## config.mk

```make
export PLATFORM = sky130hd
export DESIGN_NAME = srch_fifo
export DESIGN_NICKNAME = d
export VERILOG_FILES = /design/src/rtl/srch_fifo_pkg.sv /design/src/rtl/srch_fifo_ctrl.sv /design/src/rtl/srch_fifo_slots.sv /design/src/rtl/srch_fifo_search.sv /design/src/rtl/srch_fifo.sv
export SDC_FILE = /design/constraint.sdc
export NUM_CORES = 1
export LEC_CHECK = 0
export BUFFER_PORTS_ARGS = -buffer_cell sky130_fd_sc_hd__clkbuf_2
export CAP_MARGIN = 10
export CORE_MARGIN = 8
export CORE_UTILIZATION = 45
export CTS_CLUSTER_SIZE = 25
export DETAILED_ROUTE_END_ITERATION = 10
export PLACE_DENSITY_LB_ADDON = 0.12
export SLEW_MARGIN = 10
export SYNTH_ARGS = -nofsm -noshare
export SYNTH_HDL_FRONTEND = slang
export SYNTH_HIERARCHICAL = 1
export SYNTH_SLANG_ARGS = --single-unit
```

## constraint.sdc

```tcl
create_clock -name clk_i -period 3.8 [get_ports clk_i]
set_input_delay 1.14 -clock clk_i [delete_from_list [all_inputs] [get_ports clk_i]]
set_output_delay 1.14 -clock clk_i [all_outputs]
set_load 0.05 [all_outputs]
```

## src/rtl/srch_fifo_pkg.sv

```systemverilog
package srch_fifo_pkg;
  localparam int unsigned REG_W  = 5;
  localparam int unsigned DATA_W = 32;

  typedef enum logic [1:0] {
    K_ADD   = 2'd0,
    K_BZ    = 2'd1,
    K_LOAD  = 2'd2,
    K_STORE = 2'd3
  } kind_e;

  typedef struct packed {
    kind_e             kind;
    logic [REG_W-1:0]  rd;
    logic [DATA_W-1:0] a;
    logic [DATA_W-1:0] b;
  } entry_t;
endpackage

```

## src/rtl/srch_fifo_ctrl.sv

```systemverilog
module srch_fifo_ctrl #(
  parameter int unsigned DEPTH = 2,
  localparam int unsigned PW = (DEPTH > 1) ? $clog2(DEPTH) : 1
) (
  input  logic             clk_i,
  input  logic             rst_ni,
  input  logic             enq_vld_i,
  input  logic             deq_i,
  input  logic             clr_i,
  output logic             enq_rdy_o,
  output logic             enq_fire_o,
  output logic             head_vld_o,
  output logic [PW-1:0]    wr_idx_o,
  output logic [PW-1:0]    rd_idx_o,
  output logic [DEPTH-1:0] valid_mid_o
);
  logic [DEPTH-1:0] valid_q, valid_d, valid_mid;
  logic [PW-1:0]    rd_q, rd_d, wr_q, wr_d, rd_mid, wr_mid;
  logic             deq_fire;

  function automatic logic [PW-1:0] nxt(input logic [PW-1:0] p);
    return (p == PW'(DEPTH - 1)) ? '0 : p + 1'b1;
  endfunction

  // Execute-side actions (deq, clr) resolve first; enq and search see the result.
  always_comb begin
    head_vld_o = valid_q[rd_q];
    deq_fire   = deq_i & head_vld_o & ~clr_i;
    rd_mid     = deq_fire ? nxt(rd_q) : rd_q;
    wr_mid     = clr_i ? rd_mid : wr_q;
    valid_mid  = clr_i ? '0 : valid_q;
    if (deq_fire) valid_mid[rd_q] = 1'b0;
    enq_rdy_o  = ~valid_mid[wr_mid];
    enq_fire_o = enq_vld_i & enq_rdy_o;
    valid_d    = valid_mid;
    if (enq_fire_o) valid_d[wr_mid] = 1'b1;
    wr_d       = enq_fire_o ? nxt(wr_mid) : wr_mid;
    rd_d       = rd_mid;
  end

  always_ff @(posedge clk_i or negedge rst_ni) begin
    if (!rst_ni) begin
      valid_q <= '0;
      rd_q    <= '0;
      wr_q    <= '0;
    end else begin
      valid_q <= valid_d;
      rd_q    <= rd_d;
      wr_q    <= wr_d;
    end
  end

  assign wr_idx_o    = wr_mid;
  assign rd_idx_o    = rd_q;
  assign valid_mid_o = valid_mid;
endmodule

```

## src/rtl/srch_fifo_slots.sv

```systemverilog
module srch_fifo_slots
  import srch_fifo_pkg::*;
#(
  parameter int unsigned DEPTH = 2,
  localparam int unsigned PW = (DEPTH > 1) ? $clog2(DEPTH) : 1
) (
  input  logic                 clk_i,
  input  logic                 rst_ni,
  input  logic                 wr_en_i,
  input  logic [PW-1:0]        wr_idx_i,
  input  entry_t               wr_data_i,
  input  logic [PW-1:0]        rd_idx_i,
  output entry_t               rd_data_o,
  output entry_t [DEPTH-1:0]   slots_o
);
  entry_t [DEPTH-1:0] mem_q;

  for (genvar i = 0; i < DEPTH; i++) begin : g_slot
    always_ff @(posedge clk_i or negedge rst_ni) begin
      if (!rst_ni)                                mem_q[i] <= '0;
      else if (wr_en_i && wr_idx_i == PW'(i))     mem_q[i] <= wr_data_i;
    end
  end

  assign rd_data_o = mem_q[rd_idx_i];
  assign slots_o   = mem_q;
endmodule

```

## src/rtl/srch_fifo_search.sv

```systemverilog
module srch_fifo_search
  import srch_fifo_pkg::*;
#(
  parameter int unsigned DEPTH = 2
) (
  input  entry_t [DEPTH-1:0] slots_i,
  input  logic   [DEPTH-1:0] valid_i,
  input  logic   [REG_W-1:0] key_i,
  output logic               hit_o
);
  logic [DEPTH-1:0] match;

  // Only kinds that write a register can create a hazard.
  for (genvar i = 0; i < DEPTH; i++) begin : g_cmp
    assign match[i] = valid_i[i]
                    && (slots_i[i].kind == K_ADD || slots_i[i].kind == K_LOAD)
                    && (slots_i[i].rd == key_i);
  end

  assign hit_o = |match;
endmodule

```

## src/rtl/srch_fifo.sv

```systemverilog
module srch_fifo
  import srch_fifo_pkg::*;
#(
  parameter int unsigned DEPTH = 2
) (
  input  logic        clk_i,
  input  logic        rst_ni,
  input  logic        enq_vld_i,
  output logic        enq_rdy_o,
  input  logic [1:0]  enq_kind_i,
  input  logic [4:0]  enq_rd_i,
  input  logic [31:0] enq_a_i,
  input  logic [31:0] enq_b_i,
  output logic        head_vld_o,
  output logic [1:0]  head_kind_o,
  output logic [4:0]  head_rd_o,
  output logic [31:0] head_a_o,
  output logic [31:0] head_b_o,
  input  logic        deq_i,
  input  logic        clr_i,
  input  logic [4:0]  srch_key_i,
  output logic        srch_hit_o
);
  localparam int unsigned PW = (DEPTH > 1) ? $clog2(DEPTH) : 1;

  logic               enq_fire;
  logic [PW-1:0]      wr_idx, rd_idx;
  logic [DEPTH-1:0]   valid_mid;
  entry_t             enq_ent, head_ent;
  entry_t [DEPTH-1:0] slots;

  assign enq_ent = '{kind: kind_e'(enq_kind_i), rd: enq_rd_i, a: enq_a_i, b: enq_b_i};

  srch_fifo_ctrl #(.DEPTH(DEPTH)) u_ctrl (
    .clk_i      (clk_i),
    .rst_ni     (rst_ni),
    .enq_vld_i  (enq_vld_i),
    .deq_i      (deq_i),
    .clr_i      (clr_i),
    .enq_rdy_o  (enq_rdy_o),
    .enq_fire_o (enq_fire),
    .head_vld_o (head_vld_o),
    .wr_idx_o   (wr_idx),
    .rd_idx_o   (rd_idx),
    .valid_mid_o(valid_mid)
  );

  srch_fifo_slots #(.DEPTH(DEPTH)) u_slots (
    .clk_i    (clk_i),
    .rst_ni   (rst_ni),
    .wr_en_i  (enq_fire),
    .wr_idx_i (wr_idx),
    .wr_data_i(enq_ent),
    .rd_idx_i (rd_idx),
    .rd_data_o(head_ent),
    .slots_o  (slots)
  );

  srch_fifo_search #(.DEPTH(DEPTH)) u_search (
    .slots_i(slots),
    .valid_i(valid_mid),
    .key_i  (srch_key_i),
    .hit_o  (srch_hit_o)
  );

  assign head_kind_o = head_ent.kind;
  assign head_rd_o   = head_ent.rd;
  assign head_a_o    = head_ent.a;
  assign head_b_o    = head_ent.b;
endmodule

```

# After elaboration in Yosys (flattened, before gate mapping)
# Cells that the tools add are included.
# word_totals
regBits	146
out_inout_bits	74
elab_cells	61
in_bits	81
# op_classes
addsub	2
mux	18
n_bitwise	9
order_cmp	4
eq_ne	4
n_reduce_logical	13
# ops
cell	count
$mux 71	2
$mux 1	11
$eq 5x5->1	2
$logic_and 1x1->1	8
$mux 2	3
$eq 2x2->1 const B	2
$logic_not 2->1	2
$lt 1x2->1 const B	2
$and 1x1->1	3
$not 1->1	3
$add 1x1->1 const B	2
$and 2x2->2	1
$demux 1 s1	2
$ge 1x1->1 const B	2
$logic_or 1x1->1	2
$not 2->2	1
$or 2x2->2	1
$reduce_or 2->1	1

# Depth between registers and ports, before layout
# Gate-level depths: netlist of the first run.
# depth
ltp_word	12
ltp_mapped	8
ltp_nobuf	5

# Hierarchy
# The synthesis of the first run kept the hierarchy.
# by_module_without_submodules
module	area_each_um2	cells_each	n_inst	seq_area_each_um2
srch_fifo_slots	6144.6	380	1	3553.4
srch_fifo_ctrl	264.0	26	1	100.1
srch_fifo_search	121.4	15	1	0.0

# Least setup slack after synthesis of the first run
# No wires, ideal clock.
# synth_timing
path_type	input port to output port
start	in clr_i
end	out srch_hit_o
required_time_ns	2.660
arrival_ns	2.284
n_path_buf	0
setup_slack_ns	0.376
cell_stages	4
cell_sequence	nor2b_1 -> a21boi_1 -> nand3b_1 -> o22ai_1
# synth_via
elab_chain_len	6
word_cells_on_any_way	10
cone_classes	2 x mux; 3 x bitwise; 5 x reduce/logical
# synth_rtl
element	line	rtl
start, declared	srch_fifo.sv:20	input logic clr_i,
$mux 2 or $not 1->1 (tied branches)	srch_fifo_ctrl.sv:31, srch_fifo_ctrl.sv:28	
$and 2x2->2 (no source line) or $and 1x1->1 (tied branches)	--	
$mux 2 *	srch_fifo_ctrl.sv:32	if (deq_fire) valid_mid[rd_q] = 1'b0;
net valid_mid[1]	srch_fifo.sv:28	logic [DEPTH-1:0] valid_mid;
$logic_and 1x1->1 *	srch_fifo_search.sv:16	&& (slots_i[i].kind == K_ADD || slots_i[i].kind == K_LOAD)
$logic_and 1x1->1 *	srch_fifo_search.sv:17	&& (slots_i[i].rd == key_i);
$reduce_or 2->1 *	srch_fifo_search.sv:20	assign hit_o = |match;
end, declared	srch_fifo.sv:22	output logic srch_hit_o
# Mark *: on every way through the listed nets, which the timed path passes. The rest lies on a longest branch.

# Worst setup path after layout of the first run
# layout_timing
start	in deq_i
end	out srch_hit_o
# layout_via
elab_chain_len	6
word_cells_on_any_way	8
cone_classes	1 x mux; 2 x bitwise; 5 x reduce/logical
# layout_rtl
element	line	rtl
start, declared	srch_fifo.sv:19	input logic deq_i,
$and 1x1->1 (2 in a row)	srch_fifo_ctrl.sv:28	deq_fire = deq_i & head_vld_o & ~clr_i;
$mux 2	srch_fifo_ctrl.sv:32	
net valid_mid[0]	srch_fifo.sv:28	
$logic_and 1x1->1	srch_fifo_search.sv:16	
$logic_and 1x1->1	srch_fifo_search.sv:17	
$reduce_or 2->1	srch_fifo_search.sv:20	
# The timed path passes the listed nets, and every way through them passes these cells.

==> results of run 1 <==
## layout by cell type, fill, tap and decap left out, drive strengths merged
cell,count
and2b,1
diode,1
a31oi,2
a2bb2oi,1
mux2i,2
inv,3
clkbuf,179
a21o,1
o22ai,1
o21ai,1
a21boi,1
clkinv,1
dfrtp,146
nor2b,3
xnor2,11
nand2b,2
a211oi,1
mux2,214
nand3b,2
nor2,1
buf,8
nand2,2
nand4,2
## critical path: stages
cell and delay [ps]:
clkbuf_2 120, and2b_2 210, nor2_1 130, nand3b_1 90, o22ai_1 150, clkbuf_2 300
## cells in the mapped netlist, types with 2 or more instances
cell type | count | area, sq um
mux2_2 | 208 | 2340
dfrtp_1 | 146 | 3650
xnor2_1 | 11 | 96.3
buf_6 | 9 | 101
buf_2 | 8 | 40.0
buf_4 | 7 | 52.6
mux2_1 | 6 | 67.6
nor2b_1 | 3 | 18.8
a31oi_1 | 2 | 12.5
inv_1 | 2 | 7.51
mux2i_1 | 2 | 20.0
nand2_1 | 2 | 7.51
nand2b_1 | 2 | 12.5
nand3b_1 | 2 | 15.0
nand4_1 | 2 | 12.5
## logic make-up (layout without fill, tap and decap cells)
kind of cell              count (synthesis)  in the layout  share of synthesized area [%]
muxes                                   216            216                           37.2
and+or+nand+nor                          13             13                           1.21
buffers and inverters                    27            191                           3.14
AOI/OAI and AO/OA                         8              8                           1.02
DFF                                     146            146                           55.9
xor gates and xnor gates                 11             11                           1.48
other                                     0              1                              0
## stage by stage
| stage | hold slack [ps] | setup slack (ps) | area [sq um] | instances | util [%] |
|---|---|---|---|---|---|
| finish | 484 | 511 | 7940 | 770 | 55.3 |
| detailed placement | 477 | 505 | 7450 | 742 | 51.9 |
| global placement | 464 | 519 | 7450 | 742 | 51.9 |
| CTS | 489 | 501 | 7940 | 769 | 55.2 |
| global route | 509 | 423 | 7940 | 769 | 55.2 |
| floorplan | 454 | 376 | 6530 | 421 | - |
## registers in the layout, indices dropped and copies added (netlist names)
| name | count |
|---|---|
| u_slots/slots_o | 142 |
| u_ctrl/rd_idx_o | 1 |
| u_ctrl/valid_q | 2 |
| u_ctrl/wr_q | 1 |
## worst max-delay path by stage
stage                 endpoint  start
floorplan           srch_hit_o  clr_i
global placement    srch_hit_o  deq_i
detailed placement  srch_hit_o  deq_i
CTS                 srch_hit_o  deq_i
global route        srch_hit_o  deq_i
finish              srch_hit_o  deq_i
## routing by layer
layer	up-vias	share of wire [%]
li1	1819	-
met1	1985	41
met2	102	49
met3	16	7.8
met4	2	1.5
met5	-	0.094
## final cells by class
cell class | count | share of cell area, %
clock inverters | 1 | 0.0630
clock buffers | 26 | 6.04
repair buffers | 161 | 10.9
well taps | 184 | 2.90
flip-flops and latches | 146 | 46.1
inverters | 3 | 0.142
multi-input cells | 248 | 33.8
diodes | 1 | 0.0315
==> key figures, run 1 <==
Global route
  – Vias in the first global route: around 4400
  – Most Crowded Layer GR: met2
  – Grt ovf: 0
  – Initial antenna violation count: 1
  – Largest net degree at the start of global routing: between 70 and 80
  – Routing usage on met2: around a quarter
  – Met3 GRT Util: approximately 6.0%
  – Gr usage total: between 10% and 20%
  – First-pass GRT wire length: approximately 23 mm
  – GR Layer Usage met1: between 10% and 20%

Die
  – Core area: 0.0144 sq mm
  – Chip width: about 140 um
  – Die area: between 0.015 and 0.02 sq mm
  – Starting Density: between 40% and 50%
  – Die height: roughly 140 um
  – Number of core rows: 44
  – I/O pins: between 150 and 200

Critical path
  – CP Data Arrival Time: roughly 2200 ps
  – Worst Reg-to-Reg Cells: 6
  – Worst Path Required: between 2000 and 3000 ps
  – CP startpoint kind: input pin
  – Worst Path Max Fanout: 5
  – Setup slack, reg-to-reg: approximately 1300 ps
  – Critical path capture point type: primary output
  – Setup CP Type: input pin to primary output
  – RR Startpoint: u_ctrl/rd_idx_o
  – Worst R2R End: u_slots/slots_o[5]

Drt
  – Routed WL per cell: roughly 18 um
  – DR vias/cell: ~5
  – DRC: 0
  – Post-DRT Antenna Nets: 0
  – First-pass DRT Iterations: 4
  – Post-Route WL: 13.8 mm
  – Detailed-route via count: just under 4000
  – Drt initial violations: roughly 130

Clocking
  – H-tree level count: 4
  – Clock Tree Root: clkbuf_16
  – CTS Sinks: ~150
  – Post-cts resize count: 0
  – CTS Buffer Depth: 2
  – CTS tree: done
  – Later-pin clock latency in the skew report: 410 ps
  – Setup Fix Bufs, Post-CTS: 0
  – Clk pin slew, worst setup/hold paths: about 50 ps
  – Num CTS Buffers: 17
  – Hold buffer count at CTS: 0

Logic synthesis
  – #FFs+latches synth: between 100 and 150
  – EDFF count, synth: 0
  – Synth Cell Area: 0.00653 sq mm
  – Syn_nets: 502
  – Post-synth ARST share: 100%
  – Ys Warns: 6
  – Cell count after synthesis: ~420
  – Post-synth top flop: dfrtp_1
  – Distinct cell type count of the synthesized netlist: 24
  – Sequential element share of the synthesized area: a little under three fifths
  – Mean post-synth cell area: 15.5 sq um

Hold path
  – Worst hold path class: flop to flop
  – Hold Path Sink: u_slots/slots_o[1]
  – Worst hold path depth: 1
  – Hold Startpoint: u_slots/slots_o[1]

Timing
  – Setup Skew: roughly 6.2 ps
  – RSZ-0062 raised after global routing: false
  – Slew @ Worst Pin: between 600 and 700 ps
  – Slew Limit Fails: 0
  – Fmax achieved: about 300 MHz
  – Fin crit period: between 3000 and 4000 ps
  – Fin. Hold Viols: 0
  – Setup TNS: 0 ps
  – Final setup violation count: 0
  – Final worst path period share: roughly 87%
  – Worst slew margin: 55.5%

Placed design
  – Placed wire-length estimate: between 9 and 10 mm
  – Port bufs: 154
  – Placer Congestion: 0.752

Final layout
  – Share of cells above drive strength 1: 67.7%
  – Synth-to-layout area growth: 21.6%
  – Storage cell area: 0.00366 sq mm
  – Filler Cells Inserted: 1216
  – Final net count: between 600 and 700
  – Area of the multi-input gates: between 0.002 and 0.003 sq mm

Run status
  – Status: finished clean

Job
  – Max cap viols: 0
Power of run 1 is left out: the tool's default activity adds up to more than one toggle a clock period on the data nets, which glitch-free logic cannot reach.
==> run 2, diff against run 1 <==
==> constraint.sdc (replaced) <==
create_clock -name clk_i -period 3.8 [get_ports clk_i]
set_input_delay 0.19 -clock clk_i [delete_from_list [all_inputs] [get_ports clk_i]]
set_output_delay 0.19 -clock clk_i [all_outputs]
set_load 0.05 [all_outputs]
==> run 2 against run 1 <==
Maximum frequency is 17% higher. First-iteration DRC count up 18%. Hold slack worse by 470 ps. Flip-flop and latch count did not move. Cell count rose by 0.78%. Die area unchanged. Critical path depth did not move. Core utilization grew 1.1 points. Critical endpoint unchanged.
==> key figures, run 2 (same netlist as run 1, synthesis figures left out) <==
Global route
  – Vias in the first global route: approximately 4400
  – First-pass GRT wire length: about 23 mm
  – Grt ovf: 0
  – Initial antenna violation count: 0
  – Largest net degree at the start of global routing: between 90 and 100
  – Gr usage total: ~16%

Critical path
  – Worst Path Max Fanout: 76
  – CP top delay family: buffers and inverters
  – Worst Path Required: between 3000 and 4000 ps
  – CP peak stage delay: around 800 ps
  – CP Data Arrival Time: between 2000 and 3000 ps
  – Critical path cell sequence: buf_4 -> and2b_2 -> nor2_1 -> nand3b_1 -> o22ai_1 -> clkbuf_2
  – WP buf/inv: 2
  – Setup CP Type: flop to primary output
  – Crit path max-delay cell type: buf_4
  – CP startpoint kind: flop
  – Critical path capture point type: primary output

Final layout
  – Filler Cells Inserted: about 1200
  – Most frequent cells in the layout: mux2_2, clkbuf_2, dfrtp_1
  – Max reg flops: between 100 and 150
  – Fin util: a little under three fifths
  – Final net count: 660
  – Share of cells above drive strength 1: 68.6%
  – Ant diodes: 0
  – Commonest non-fill, non-tap cell in the layout: mux2_2
  – Area of the multi-input gates: 0.00269 sq mm
  – Synth-to-layout area growth: 24.0%
  – Final Instance Area: around 0.0081 sq mm
  – Storage cell area: about 0.0037 sq mm

Die
  – Chip width: approximately 140 um
  – Core area: approximately 0.014 sq mm
  – Number of core rows: 44
  – Die height: ~140 um
  – Starting Density: roughly 45%
  – I/O pins: 155
  – Die area: between 0.015 and 0.02 sq mm

Clocking
  – Later-pin clock latency in the skew report: between 400 and 500 ps
  – Clock Tree Root: clkbuf_16
  – CTS Buffer Depth: 2
  – H-tree level count: 4
  – CTS tree: done
  – Num CTS Buffers: 17
  – CTS Sinks: approximately 150
  – Hold buffer count at CTS: 3
  – Post-cts resize count: 0
  – Clk pin slew, worst setup/hold paths: roughly 60 ps
  – Setup Fix Bufs, Post-CTS: 0

Timing
  – Worst slew margin: between 20 and 30%
  – Slew @ Worst Pin: 1050 ps
  – Slew Limit Fails: 0
  – Final worst slack: around 990 ps
  – Fin. Hold Viols: 0
  – Fmax achieved: 355 MHz
  – Fin crit period: about 2800 ps
  – Setup Skew: between 7 and 8 ps
  – Setup TNS: 0 ps
  – RSZ-0062 raised after global routing: false
  – Final setup violation count: 0
  – Final worst path period share: around 74%

Job
  – Max cap viols: 0

Placed design
  – DP Worst Slack: roughly 1400 ps
  – Placed wire-length estimate: ~9.4 mm
  – Placer Congestion: just over 0.7
  – Placed Area: roughly 0.0074 sq mm
  – Port bufs: approximately 150

Drt
  – Routed WL per cell: ~18 um
  – Drt initial violations: ~160
  – Post-DRT Antenna Nets: 0
  – Post-Route WL: 14.0 mm
  – DRC: 0
  – Detailed-route via count: 3965
  – DR vias/cell: roughly 5
  – First-pass DRT Iterations: 4

Hold path
  – Worst hold path class: input pin to flop

Run status
  – Status: finished clean
[run 2: changes by cell type in the layout (fill, tap and decap cells not counted), sizes merged]
cell,change
dlygate4sd3,+3
diode,-1
clkinv,+2
buf,-1
clkinvlp,+2
clkbuf,-3
bufinv,+4
[run 2: final cells by class]
class | count | area share [%]
Clock inverter | 9 | 1.85
Timing Repair Buffer | 163 | 10.7
Inverter | 3 | 0.139
Multi-Input combinational cell | 248 | 33.2
Tap cell | 184 | 2.84
Sequential cell | 146 | 45.2
Clock buffer | 23 | 6.15
[run 2: final timing paths]
check | cells past startpoint | slack, ps | from | end
max in group asynchronous | 3 | 2440 | rst_ni | u_slots/slots_o[11]
max reg2reg | 6 | 1470 | u_ctrl/rd_idx_o | u_slots/slots_o[94]
min | 2 | 10 | enq_b_i[2] | u_slots/slots_o[2]
min in group asynchronous | 2 | 420 | rst_ni | u_slots/slots_o[52]
max | 6 | 990 | u_ctrl/rd_idx_o | srch_hit_o
min reg2reg | 1 | 480 | u_slots/slots_o[63] | u_slots/slots_o[63]
[run 2: through the flow]
stage | cells | hold WS, ps
global route | 776 | 3.65
floorplan | 421 | -106
CTS | 776 | 0.477
detailed placement | 741 | 332
global placement | 741 | 312
finish | 776 | 13.5
[run 2: per-layer routing]
layer  track usage, %  part of all wire, %  vias to the layer above  wire length, um
met2             24.9                   48                      119             6690
met1             19.1                   44                     2011             6120
met4             5.37                  1.2                        0              172
met3             6.28                  7.5                       14             1050
li1                 -                    -                     1821                -
met5                0                    0                        -                0
Power of run 2 is left out for the same reason.
